<file path="src/rtl/ds_tx_pkg.sv">
// Shared definitions for the data-strobe transmit encoder.
package ds_tx_pkg;
    // Source selection code carried on src_sel.
    typedef enum logic {
        SRC_REPEAT = 1'b0,
        SRC_LINK   = 1'b1
    } ds_src_e;

    // Next strobe level: invert when the data line does not change.
    function automatic logic next_strobe(input logic new_bit, input logic cur_data,
                                         input logic cur_strb);
        return (new_bit == cur_data) ? ~cur_strb : cur_strb;
    endfunction
endpackage

</file>
<file path="src/rtl/ds_src_mux.sv">
// Picks one of two byte producers and routes the shared ready back to it.
// Assumes: sel is steady for the length of a packet.
module ds_src_mux
    import ds_tx_pkg::*;
#(
    parameter int BYTE_W = 8
) (
    input  logic              sel,
    input  logic [BYTE_W-1:0] rpt_data,
    input  logic              rpt_valid,
    input  logic              rpt_last,
    output logic              rpt_ready,
    input  logic [BYTE_W-1:0] lnk_data,
    input  logic              lnk_valid,
    input  logic              lnk_last,
    output logic              lnk_ready,
    input  logic              ready_in,
    output logic              valid_out,
    output logic [BYTE_W-1:0] data_out,
    output logic              last_out
);
    logic use_link;
    assign use_link = (ds_src_e'(sel) == SRC_LINK);

    // Forward the chosen producer and gate ready to it alone.
    always_comb begin
        valid_out = use_link ? lnk_valid : rpt_valid;
        data_out  = use_link ? lnk_data  : rpt_data;
        last_out  = use_link ? lnk_last  : rpt_last;
        rpt_ready = ready_in & ~use_link;
        lnk_ready = ready_in &  use_link;
    end
endmodule

</file>
<file path="src/rtl/ds_serializer.sv">
// Parallel-to-serial shifter, MSB first, one bit per clock.
// Takes a new byte when empty, or in the final-bit cycle of a byte that does
// not end the packet. Marks the final bit of a packet with bit_end.
module ds_serializer #(
    parameter int BYTE_W = 8
) (
    input  logic              clk,
    input  logic              rst_n,
    input  logic              in_valid,
    input  logic [BYTE_W-1:0] in_data,
    input  logic              in_last,
    output logic              in_ready,
    output logic              bit_valid,
    output logic              bit_val,
    output logic              bit_end
);
    localparam int CNT_W = $clog2(BYTE_W + 1);
    localparam logic [CNT_W-1:0] FULL = CNT_W'(BYTE_W);
    localparam logic [CNT_W-1:0] ONE  = CNT_W'(1);

    logic [BYTE_W-1:0] shreg;
    logic [CNT_W-1:0]  bits_left;
    logic              cur_last;
    logic              busy;

    // Handshake and bit outputs derived from the shifter state.
    always_comb begin
        busy      = (bits_left != '0);
        in_ready  = ~busy | ((bits_left == ONE) & ~cur_last);
        bit_valid = busy;
        bit_val   = shreg[BYTE_W-1];
        bit_end   = busy & (bits_left == ONE) & cur_last;
    end

    // Load a byte on handshake, otherwise shift while bits remain.
    always_ff @(posedge clk) begin
        if (!rst_n) begin
            shreg     <= '0;
            bits_left <= '0;
            cur_last  <= 1'b0;
        end else if (in_valid && in_ready) begin
            shreg     <= in_data;
            bits_left <= FULL;
            cur_last  <= in_last;
        end else if (busy) begin
            shreg     <= {shreg[BYTE_W-2:0], 1'b0};
            bits_left <= bits_left - ONE;
        end
    end
endmodule

</file>
<file path="src/rtl/ds_line_coder.sv">
// Data/strobe state machine: one transition on the pair per bit.
// Returns to data=0, strobe=0, off one cycle after the packet's final bit.
module ds_line_coder
    import ds_tx_pkg::*;
(
    input  logic clk,
    input  logic rst_n,
    input  logic bit_valid,
    input  logic bit_val,
    input  logic bit_end,
    output logic line_d,
    output logic line_s,
    output logic line_on
);
    logic fin;

    // Advance the code on each bit; clear the state after the packet ends.
    always_ff @(posedge clk) begin
        if (!rst_n) begin
            line_d  <= 1'b0;
            line_s  <= 1'b0;
            line_on <= 1'b0;
            fin     <= 1'b0;
        end else if (bit_valid) begin
            line_d  <= bit_val;
            line_s  <= next_strobe(bit_val, line_d, line_s);
            line_on <= 1'b1;
            fin     <= bit_end;
        end else if (fin) begin
            line_d  <= 1'b0;
            line_s  <= 1'b0;
            line_on <= 1'b0;
            fin     <= 1'b0;
        end
    end
endmodule

</file>
<file path="src/rtl/ds_port_fanout.sv">
// Copies one coded pair onto every active port; inactive ports stay at zero.
// Assumes: the mask is applied without delay, in the same cycle.
module ds_port_fanout #(
    parameter int NUM_PORTS = 4
) (
    input  logic                 line_d,
    input  logic                 line_s,
    input  logic                 line_on,
    input  logic [NUM_PORTS-1:0] port_active,
    output logic [NUM_PORTS-1:0] tx_data,
    output logic [NUM_PORTS-1:0] tx_strb,
    output logic [NUM_PORTS-1:0] tx_en
);
    for (genvar p = 0; p < NUM_PORTS; p++) begin : g_port
        logic drive;
        // Gate the shared pair with this port's active bit.
        always_comb begin
            drive      = line_on & port_active[p];
            tx_en[p]   = drive;
            tx_data[p] = drive & line_d;
            tx_strb[p] = drive & line_s;
        end
    end
endmodule

</file>
<file path="src/rtl/ds_tx_encoder.sv">
// Top of the data-strobe transmit encoder: source select, shifter, line
// coder and port fan-out. Assumes src_sel and port_active are steady while
// a packet is sent.
module ds_tx_encoder #(
    parameter int BYTE_W    = 8,
    parameter int NUM_PORTS = 4
) (
    input  logic                 clk,
    input  logic                 rst_n,
    input  logic                 src_sel,
    input  logic [BYTE_W-1:0]    rpt_data,
    input  logic                 rpt_valid,
    input  logic                 rpt_last,
    output logic                 rpt_ready,
    input  logic [BYTE_W-1:0]    lnk_data,
    input  logic                 lnk_valid,
    input  logic                 lnk_last,
    output logic                 lnk_ready,
    input  logic [NUM_PORTS-1:0] port_active,
    output logic [NUM_PORTS-1:0] tx_data,
    output logic [NUM_PORTS-1:0] tx_strb,
    output logic [NUM_PORTS-1:0] tx_en
);
    logic              sel_valid, sel_last, sh_ready;
    logic [BYTE_W-1:0] sel_data;
    logic              bit_valid, bit_val, bit_end;
    logic              line_d, line_s, line_on;

    ds_src_mux #(.BYTE_W(BYTE_W)) u_mux (
        .sel(src_sel),
        .rpt_data(rpt_data), .rpt_valid(rpt_valid), .rpt_last(rpt_last), .rpt_ready(rpt_ready),
        .lnk_data(lnk_data), .lnk_valid(lnk_valid), .lnk_last(lnk_last), .lnk_ready(lnk_ready),
        .ready_in(sh_ready),
        .valid_out(sel_valid), .data_out(sel_data), .last_out(sel_last)
    );

    ds_serializer #(.BYTE_W(BYTE_W)) u_ser (
        .clk(clk), .rst_n(rst_n),
        .in_valid(sel_valid), .in_data(sel_data), .in_last(sel_last), .in_ready(sh_ready),
        .bit_valid(bit_valid), .bit_val(bit_val), .bit_end(bit_end)
    );

    ds_line_coder u_code (
        .clk(clk), .rst_n(rst_n),
        .bit_valid(bit_valid), .bit_val(bit_val), .bit_end(bit_end),
        .line_d(line_d), .line_s(line_s), .line_on(line_on)
    );

    ds_port_fanout #(.NUM_PORTS(NUM_PORTS)) u_fan (
        .line_d(line_d), .line_s(line_s), .line_on(line_on),
        .port_active(port_active),
        .tx_data(tx_data), .tx_strb(tx_strb), .tx_en(tx_en)
    );
endmodule

</file>
<file path="config.mk">
export PLATFORM = sky130hd
export DESIGN_NAME = ds_tx_encoder
export DESIGN_NICKNAME = d
export VERILOG_FILES = /design/src/rtl/ds_tx_pkg.sv /design/src/rtl/ds_src_mux.sv /design/src/rtl/ds_serializer.sv /design/src/rtl/ds_line_coder.sv /design/src/rtl/ds_port_fanout.sv /design/src/rtl/ds_tx_encoder.sv
export SDC_FILE = /design/constraint.sdc
export NUM_CORES = 1
export LEC_CHECK = 0
export ABC_AREA = 1
export BUFFER_PORTS_ARGS = -buffer_cell sky130_fd_sc_hd__buf_2
export CAP_MARGIN = 20
export CELL_PAD_IN_SITES_DETAIL_PLACEMENT = 0
export CELL_PAD_IN_SITES_GLOBAL_PLACEMENT = 1
export CORE_UTILIZATION = 30
export CTS_BUF_LIST = sky130_fd_sc_hd__clkbuf_16
export DETAILED_ROUTE_END_ITERATION = 16
export HOLD_SLACK_MARGIN = 0.12
export PLACE_DENSITY = 0.81
export SETUP_SLACK_MARGIN = 0.1
export SLEW_MARGIN = 15
export SYNTH_ARGS = -nofsm -noshare
export SYNTH_HDL_FRONTEND = slang
export SYNTH_HIERARCHICAL = 1
export SYNTH_SLANG_ARGS = --single-unit
</file>
<file path="constraint.sdc">
create_clock -name clk -period 1.5 [get_ports clk]
set_input_delay 0.225 -clock clk [delete_from_list [all_inputs] [get_ports clk]]
set_output_delay 0.225 -clock clk [all_outputs]
set_load 0.05 [all_outputs]
</file>
==> insert_results.sql, run 1 <==
INSERT INTO impl_metrics (metric_group, metric, value, unit) VALUES
('sta', 'setup_viol', '1', ''),
('layout', 'drive_above_1_share', '35.19', '%'),
('logic_synthesis', 'synth_edf_count', '0', ''),
('floorplan', 'dieHeight', '63.98', 'µm'),
('global_route', 'grt_start_max_net_pins', '15', ''),
('logic_synthesis', 'synthArstFlopShare', '0', '%'),
('logic_synthesis', 'synthTopCellsByCount', 'sky130_fd_sc_hd__nand2_1 (59), sky130_fd_sc_hd__inv_1 (27), sky130_fd_sc_hd__nor2_1 (26), sky130_fd_sc_hd__dfxtp_1 (17)', ''),
('sta', 'final.setup.worst_slack', '-0.01175', 'ns'),
('setup_path', 'crit_path_end_kind', 'primary output', ''),
('logic_synthesis', 'synth.cell_area', '1152', 'µm²'),
('layout', 'syn_to_final_growth', '42.45', '%'),
('cts', 'cts.path.max_buffers', '2', ''),
('logic_synthesis', 'count_leader_synth', 'sky130_fd_sc_hd__nand2_1', ''),
('logic_synthesis', 'post-synth-top-area-cell', 'sky130_fd_sc_hd__dfxtp_1', ''),
('layout', 'final_cell_area', '1642', 'µm²'),
('sta', 'holdWs', '0.3186', 'ns'),
('layout', 'post_layout_nonfiller_instances', '281', ''),
('setup_path', 'critPathRequiredTime', '1.27', 'ns'),
('sta', 'tightestPinTransition', '0.2791', 'ns'),
('power_and_ir_drop', 'total_power', '3.971', 'mW'),
('drt', 'dr.first_iter.drc_count', '38', ''),
('placed_design', 'post-place-ws', '0.09665', 'ns'),
('sta', 'final-max-slew-violation-count', '0', ''),
('floorplan', 'io-pin-count', '41', ''),
('drt', 'vias_after_detailed_routing', '1201', ''),
('sta', 'max_clock_freq', '661.5', 'MHz'),
('run_status', 'violated_checks', 'setup timing', ''),
('power_and_ir_drop', 'p_per_area', '2419', 'nW/µm²'),
('setup_path', 'worstRegToRegCells', '9', ''),
('logic_synthesis', 'yosysTopAreaCellShare', '29.53', '%'),
('cts', 'tritoncts', 'built', ''),
('floorplan', 'die_x', '63.98', 'µm'),
('drt', 'via_per_inst', '4.274', ''),
('run_status', 'outcome', 'finished, violations left', ''),
('worst_hold_path', 'classification_of_the_worst_slack_hold_path', 'primary input to flop', ''),
('layout', 'layout_utilization', '44.84', '%'),
('global_route', 'antenna_found_initial', '0', ''),
('setup_path', 'endpoint', 'rpt_ready', ''),
('power_and_ir_drop', 'power.ir.vdd_worst', '918.7', 'µV'),
('logic_synthesis', 'seq_area_frac_synth', '29.53', '%'),
('setup_path', 'startpoint', 'u_ser/bits_left[3]$_SDFFE_PN0P_', ''),
('floorplan', 'rows', '22', ''),
('logic_synthesis', 'netlist_instances', '188', ''),
('sta', 'fin_crit_sh', '100.8', '%'),
('power_and_ir_drop', 'static_leakage', '0.8546', 'nW'),
('logic_synthesis', 'synth.area.top_cells', 'sky130_fd_sc_hd__dfxtp_1 (30%), sky130_fd_sc_hd__nand2_1 (19%), sky130_fd_sc_hd__inv_1 (8.8%), sky130_fd_sc_hd__nor2_1 (8.5%), sky130_fd_sc_hd__a21oi_1 (4.8%)', ''),
('sta', 'maxSlewHeadroom', '81.39', '%'),
('logic_synthesis', 'synth_fp_nets', '217', ''),
('setup_path', 'arrival_time_of_the_worst_setup_path', '1.29', 'ns'),
('drt', 'drt-total-wl', '2653', 'µm'),
('floorplan', 'start_util', '31.48', '%'),
('cts', 'number_of_hold_buffers_added_after_cts', '0', ''),
('logic_synthesis', 'yosys_synthesis_warning_count', '6', ''),
('sta', 'finalClockSkew', '0.002572', 'ns'),
('setup_path', 'worst_reg2reg_path_endpoint', 'u_code/line_s$_SDFFE_PN0P_', ''),
('setup_path', 'timing.setup.critical_path_class', 'flop to primary output', ''),
('logic_synthesis', 'ys_seq_elements', '17', ''),
('global_route', 'overflow', '0', ''),
('setup_path', 'setup.worst_path.start_class', 'flop', ''),
('worst_hold_path', 'hold-path-cell-count', '5', ''),
('cts', 'clock_insertion_delay_worst_skew', '0.25', 'ns'),
('logic_synthesis', 'synth_cell_types', '27', ''),
('placed_design', 'dpl-instance-area', '1400', 'µm²'),
('setup_path', 'crit_path_top_delay_cell', 'sky130_fd_sc_hd__dfxtp_2', ''),
('floorplan', 'die_area', '4093', 'µm²'),
('flow_run', 'maxCapViolations', '0', ''),
('global_route', 'groute.usage.overall', '14.68', '%'),
('drt', 'avgRoutedWirePerCell', '9.441', 'µm'),
('cts', 'cts.sink_count', '17', ''),
('global_route', 'grt_pass1_vias', '1112', ''),
('sta', 'setup_total_negative_slack', '-0.01175', 'ns');
[power by group]
| group | switching (mW) | internal (mW) |
|---|---|---|
| sequential | 0.138 | 0.654 |
| combinational | 1.55 | 1.09 |
| clock | 0.178 | 0.354 |
| total | 1.87 | 2.10 |
[routing by layer]
metal  global-route usage [%]  wire length [µm]  vias to the layer above
li1                         -                 -                      655
met1                    18.04              1254                      495
met2                    23.27              1160                       47
met3                    3.036               172                        4
met4                    9.091                64                        0
met5                        0                 0                        -
[cell type report]
class                      count  area, µm²
multi-input combinational    132      709.4
tap                           48      60.06
clock inverter                 1      3.754
timing repair buffer          51      324.1
fill                         400       2019
inverter                      29      120.1
clock buffer                   3      75.07
sequential                    17      349.1
[cells in the final DEF, fill, tap and decap left out, drive strengths merged]
master,instances
o22ai,1
clkinvlp,1
nand3b,1
buf,50
o21ai,8
nand3,12
or2,3
nor3,2
nor2,28
ha,2
nand4,1
dfxtp,17
a21oi,11
nand2,62
xnor2,1
inv,29
clkbuf,4
[worst min-delay path by stage]
stage,start,to
4_1_cts,rpt_data[0],u_ser/shreg[0]$_SDFFE_PN0P_
2_1_floorplan,rst_n,u_code/line_on$_SDFFE_PN0P_
3_3_place_gp,u_ser/shreg[0]$_SDFFE_PN0P_,u_ser/shreg[0]$_SDFFE_PN0P_
5_1_grt,rpt_data[0],u_ser/shreg[0]$_SDFFE_PN0P_
6_report,rpt_data[0],u_ser/shreg[0]$_SDFFE_PN0P_
3_5_place_dp,u_ser/shreg[0]$_SDFFE_PN0P_,u_ser/shreg[0]$_SDFFE_PN0P_
[critical path, delay by kind of cell, from the launching register on]
kind                   cells  cell delay [ns]
AND/OR/NAND/NOR            4             0.37
flip-flops                 1             0.34
buffers and inverters      3             0.33
[repair_timing]
item	CTS	global route
pin swaps	6	7
buffers inserted	5	2
setup endpoints to repair	2	22
gates resized for setup	12	16
[logic make-up (layout without fill, tap and decap cells)]
logic type	Yosys count	after routing	share of synthesized area, %
xor+xnor	1	1	0.7602
simple gates	109	109	41.48
fa+ha+maj	2	2	2.171
compound gates	20	20	8.794
buf+inv	39	84	17.26
flops	17	17	29.53
[state kept, by name (all words and copies together) (netlist names)]
register	count
u_ser/bits_left	4
u_ser/cur_last	1
u_code/line_s	1
u_ser/shreg	8
u_code/line_on	1
u_code/fin	1
u_code/line_d	1
No activity file was read; power rests on OpenSTA's default activity.
==> run 2: changes to the inputs <==
clock period = 1.9 ns   (was 1.5 ns; I/O delays follow)
==> run 2 against run 1 <==
Net effect: the flow now finishes without violations; clock power decreased by 20%; global-route usage fell by 2.1 points; sequential power fell by 24%; worst hold slack improved by 0.069 ns; register-to-register slack better by 0.35 ns.
==> insert_results.sql, run 2 (same netlist as run 1, synthesis figures left out) <==
INSERT INTO impl_metrics (metric_group, metric, value, unit) VALUES
('drt', 'dr.first_iter.drc_count', '19', ''),
('drt', 'via_per_inst', '4.209', ''),
('cts', 'cts.sink_count', '17', ''),
('global_route', 'antenna_found_initial', '0', ''),
('sta', 'maxSlewHeadroom', '75.42', '%'),
('global_route', 'global_route_wire_length_before_repair', '4167', 'µm'),
('placed_design', 'dp_hpwl', '1791', 'µm'),
('setup_path', 'endpoint', 'rpt_ready', ''),
('drt', 'avgRoutedWirePerCell', '8.755', 'µm'),
('sta', 'final-max-slew-violation-count', '0', ''),
('setup_path', 'startpoint', 'u_ser/bits_left[1]$_SDFFE_PP0P_', ''),
('drt', 'drt-total-wl', '2425', 'µm'),
('sta', 'tightestPinTransition', '0.3678', 'ns'),
('cts', 'max_h_tree_level', '1', ''),
('cts', 'cts.root.buffer_cell', 'sky130_fd_sc_hd__clkbuf_16', ''),
('cts', 'clk_pin_slew', '0.05', 'ns'),
('setup_path', 'critical_path_peak_fanout', '8', ''),
('layout', 'reg.largest.list', 'u_ser/shreg: 8 flops, u_ser/bits_left: 4 flops', ''),
('global_route', 'groute.usage.overall', '12.59', '%'),
('drt', 'detail_route.drc_violations', '0', ''),
('placed_design', 'routabilityCongestion', '0.7541', ''),
('floorplan', 'rows', '22', ''),
('floorplan', 'placeable_area', '3661', 'µm²'),
('floorplan', 'start_util', '31.48', '%'),
('floorplan', 'die_area', '4093', 'µm²'),
('setup_path', 'timing.setup.critical_path_class', 'flop to primary output', ''),
('cts', 'numCtsBuffers', '3', ''),
('layout', 'layout.cells.most_common', 'sky130_fd_sc_hd__nand2_1', ''),
('floorplan', 'die_x', '63.98', 'µm'),
('worst_hold_path', 'classification_of_the_worst_slack_hold_path', 'primary input to flop', ''),
('setup_path', 'setup_slack_on_the_worst_flop_to_flop_path', '0.44', 'ns'),
('power_and_ir_drop', 'static_leakage', '0.8146', 'nW'),
('setup_path', 'setup.worst_path.start_class', 'flop', ''),
('setup_path', 'reg2reg_from', 'u_ser/bits_left[0]$_SDFFE_PP0P_', ''),
('setup_path', 'worst_reg2reg_path_endpoint', 'u_ser/bits_left[2]$_SDFFE_PP0P_', ''),
('floorplan', 'io-pin-count', '41', ''),
('power_and_ir_drop', 'total_power', '2.728', 'mW'),
('drt', 'drt.antenna.violating_nets', '0', ''),
('layout', 'syn_to_final_growth', '29.32', '%'),
('power_and_ir_drop', 'power.ir.vdd_worst', '1206', 'µV'),
('drt', 'vias_after_detailed_routing', '1166', ''),
('cts', 'tritoncts', 'built', ''),
('placed_design', 'port-buffer-count', '40', ''),
('cts', 'number_of_hold_buffers_added_after_cts', '0', ''),
('layout', 'mostFrequentLayoutCells', 'sky130_fd_sc_hd__nand2_1 (59), sky130_fd_sc_hd__buf_2 (38), sky130_fd_sc_hd__inv_1 (25), sky130_fd_sc_hd__nor2_1 (25), sky130_fd_sc_hd__dfxtp_1 (17)', ''),
('layout', 'antenna_cells', '0', ''),
('layout', 'max_flop_register', 'u_ser/shreg', ''),
('sta', 'rsz0062_at_grt', 'no', ''),
('run_status', 'outcome', 'finished, final reports clean', ''),
('flow_run', 'maxCapViolations', '0', ''),
('setup_path', 'arrival_time_of_the_worst_setup_path', '1.41', 'ns'),
('global_route', 'overflow', '0', ''),
('sta', 'layout_min_cycle_time', '1.700', 'ns'),
('sta', 'setup_viol', '0', ''),
('global_route', 'grt_start_max_net_pins', '18', ''),
('setup_path', 'worstRegToRegCells', '8', ''),
('layout', 'largest_register_ffs', '8', ''),
('sta', 'hold_violations', '0', ''),
('cts', 'cts.path.max_buffers', '2', ''),
('sta', 'setup_total_negative_slack', '0', 'ns'),
('layout', 'layout_utilization', '40.70', '%'),
('sta', 'fin_crit_sh', '89.45', '%'),
('floorplan', 'dieHeight', '63.98', 'µm'),
('setup_path', 'critPathRequiredTime', '1.62', 'ns'),
('global_route', 'grt_pass1_vias', '1007', ''),
('setup_path', 'crit_path_end_kind', 'primary output', ''),
('drt', 'detailedRoute.firstPassIterationCount', '4', ''),
('sta', 'finalClockSkew', '0.002207', 'ns'),
('layout', 'drive_above_1_share', '28.38', '%'),
('cts', 'clock_insertion_delay_worst_skew', '0.25', 'ns'),
('power_and_ir_drop', 'p_per_area', '1830', 'nW/µm²'),
('sta', 'max_clock_freq', '588.4', 'MHz'),
('layout', 'nets', '259', '');
## run 2: cell count changes in the layout (fill, tap and decap cells not counted), sizes merged
cell      before  now
buf           50   47
clkinv         0    1
clkinvlp       1    0
clkbuf         4    3
## run 2: routing by layer
metal,vias up,global-route usage (%),routed length (µm)
met3,2,1.607,117
met4,0,5.114,19
met2,51,21.54,1068
li1,652,-,-
met5,-,0,0
met1,461,15.78,1220
## run 2: worst min-delay path by stage
stage | start | end | cells after the start
after global placement | u_ser/bits_left[1]$_SDFFE_PP0P_ | u_ser/bits_left[1]$_SDFFE_PP0P_ | 2
after detailed placement | u_ser/bits_left[1]$_SDFFE_PP0P_ | u_ser/bits_left[1]$_SDFFE_PP0P_ | 2
after global routing | rpt_data[0] | u_ser/shreg[0]$_SDFFE_PN0P_ | 5
after floorplan | rst_n | u_code/line_on$_SDFFE_PN0P_ | 2
after CTS | rpt_data[0] | u_ser/shreg[0]$_SDFFE_PN0P_ | 5
final | rpt_data[0] | u_ser/shreg[0]$_SDFFE_PN0P_ | 5
## run 2: report_power, final
part           switching [mW]  internal (mW)
clock                   0.141          0.282
sequential              0.104          0.502
combinational            1.06          0.637
total                    1.31           1.42
## run 2: timing repair
| item | CTS | global route |
|---|---|---|
| pin swaps | 0 | 1 |
| buffers inserted | 0 | 5 |
| endpoints found under the setup margin | 2 | 2 |
| gates resized for setup | 6 | 3 |
## run 2: area by class of cell
| type | instances | area (µm²) |
|---|---|---|
| Inverter | 29 | 108.9 |
| Multi-Input combinational cell | 132 | 639.4 |
| Tap cell | 48 | 60.06 |
| Clock inverter | 1 | 5.005 |
| Fill cell | 391 | 2171 |
| Timing Repair Buffer | 47 | 261.5 |
| Clock buffer | 3 | 75.07 |
| Sequential cell | 17 | 340.3 |
## run 2: worst max-delay path, cell delays in order (launching register included)
cell and delay (ns):
sky130_fd_sc_hd__dfxtp_1 0.31, sky130_fd_sc_hd__inv_2 0.09, sky130_fd_sc_hd__ha_2 0.20, sky130_fd_sc_hd__nand3_2 0.13, sky130_fd_sc_hd__nand2_8 0.12, sky130_fd_sc_hd__inv_1 0.05, sky130_fd_sc_hd__nor2_2 0.10, sky130_fd_sc_hd__buf_6 0.16
## run 2: metrics by stage
step	hold slack, ns	cell area (µm²)	setup slack [ns]	cells
6_report	0.3879	1490	0.2004	277
5_1_grt	0.3969	1490	0.1018	277
4_1_cts	0.3829	1450	0.1143	272
3_5_place_dp	0.4591	1340	0.2270	268
3_3_place_gp	0.4514	1340	0.2676	268
2_1_floorplan	0.4154	1155	0.1828	188
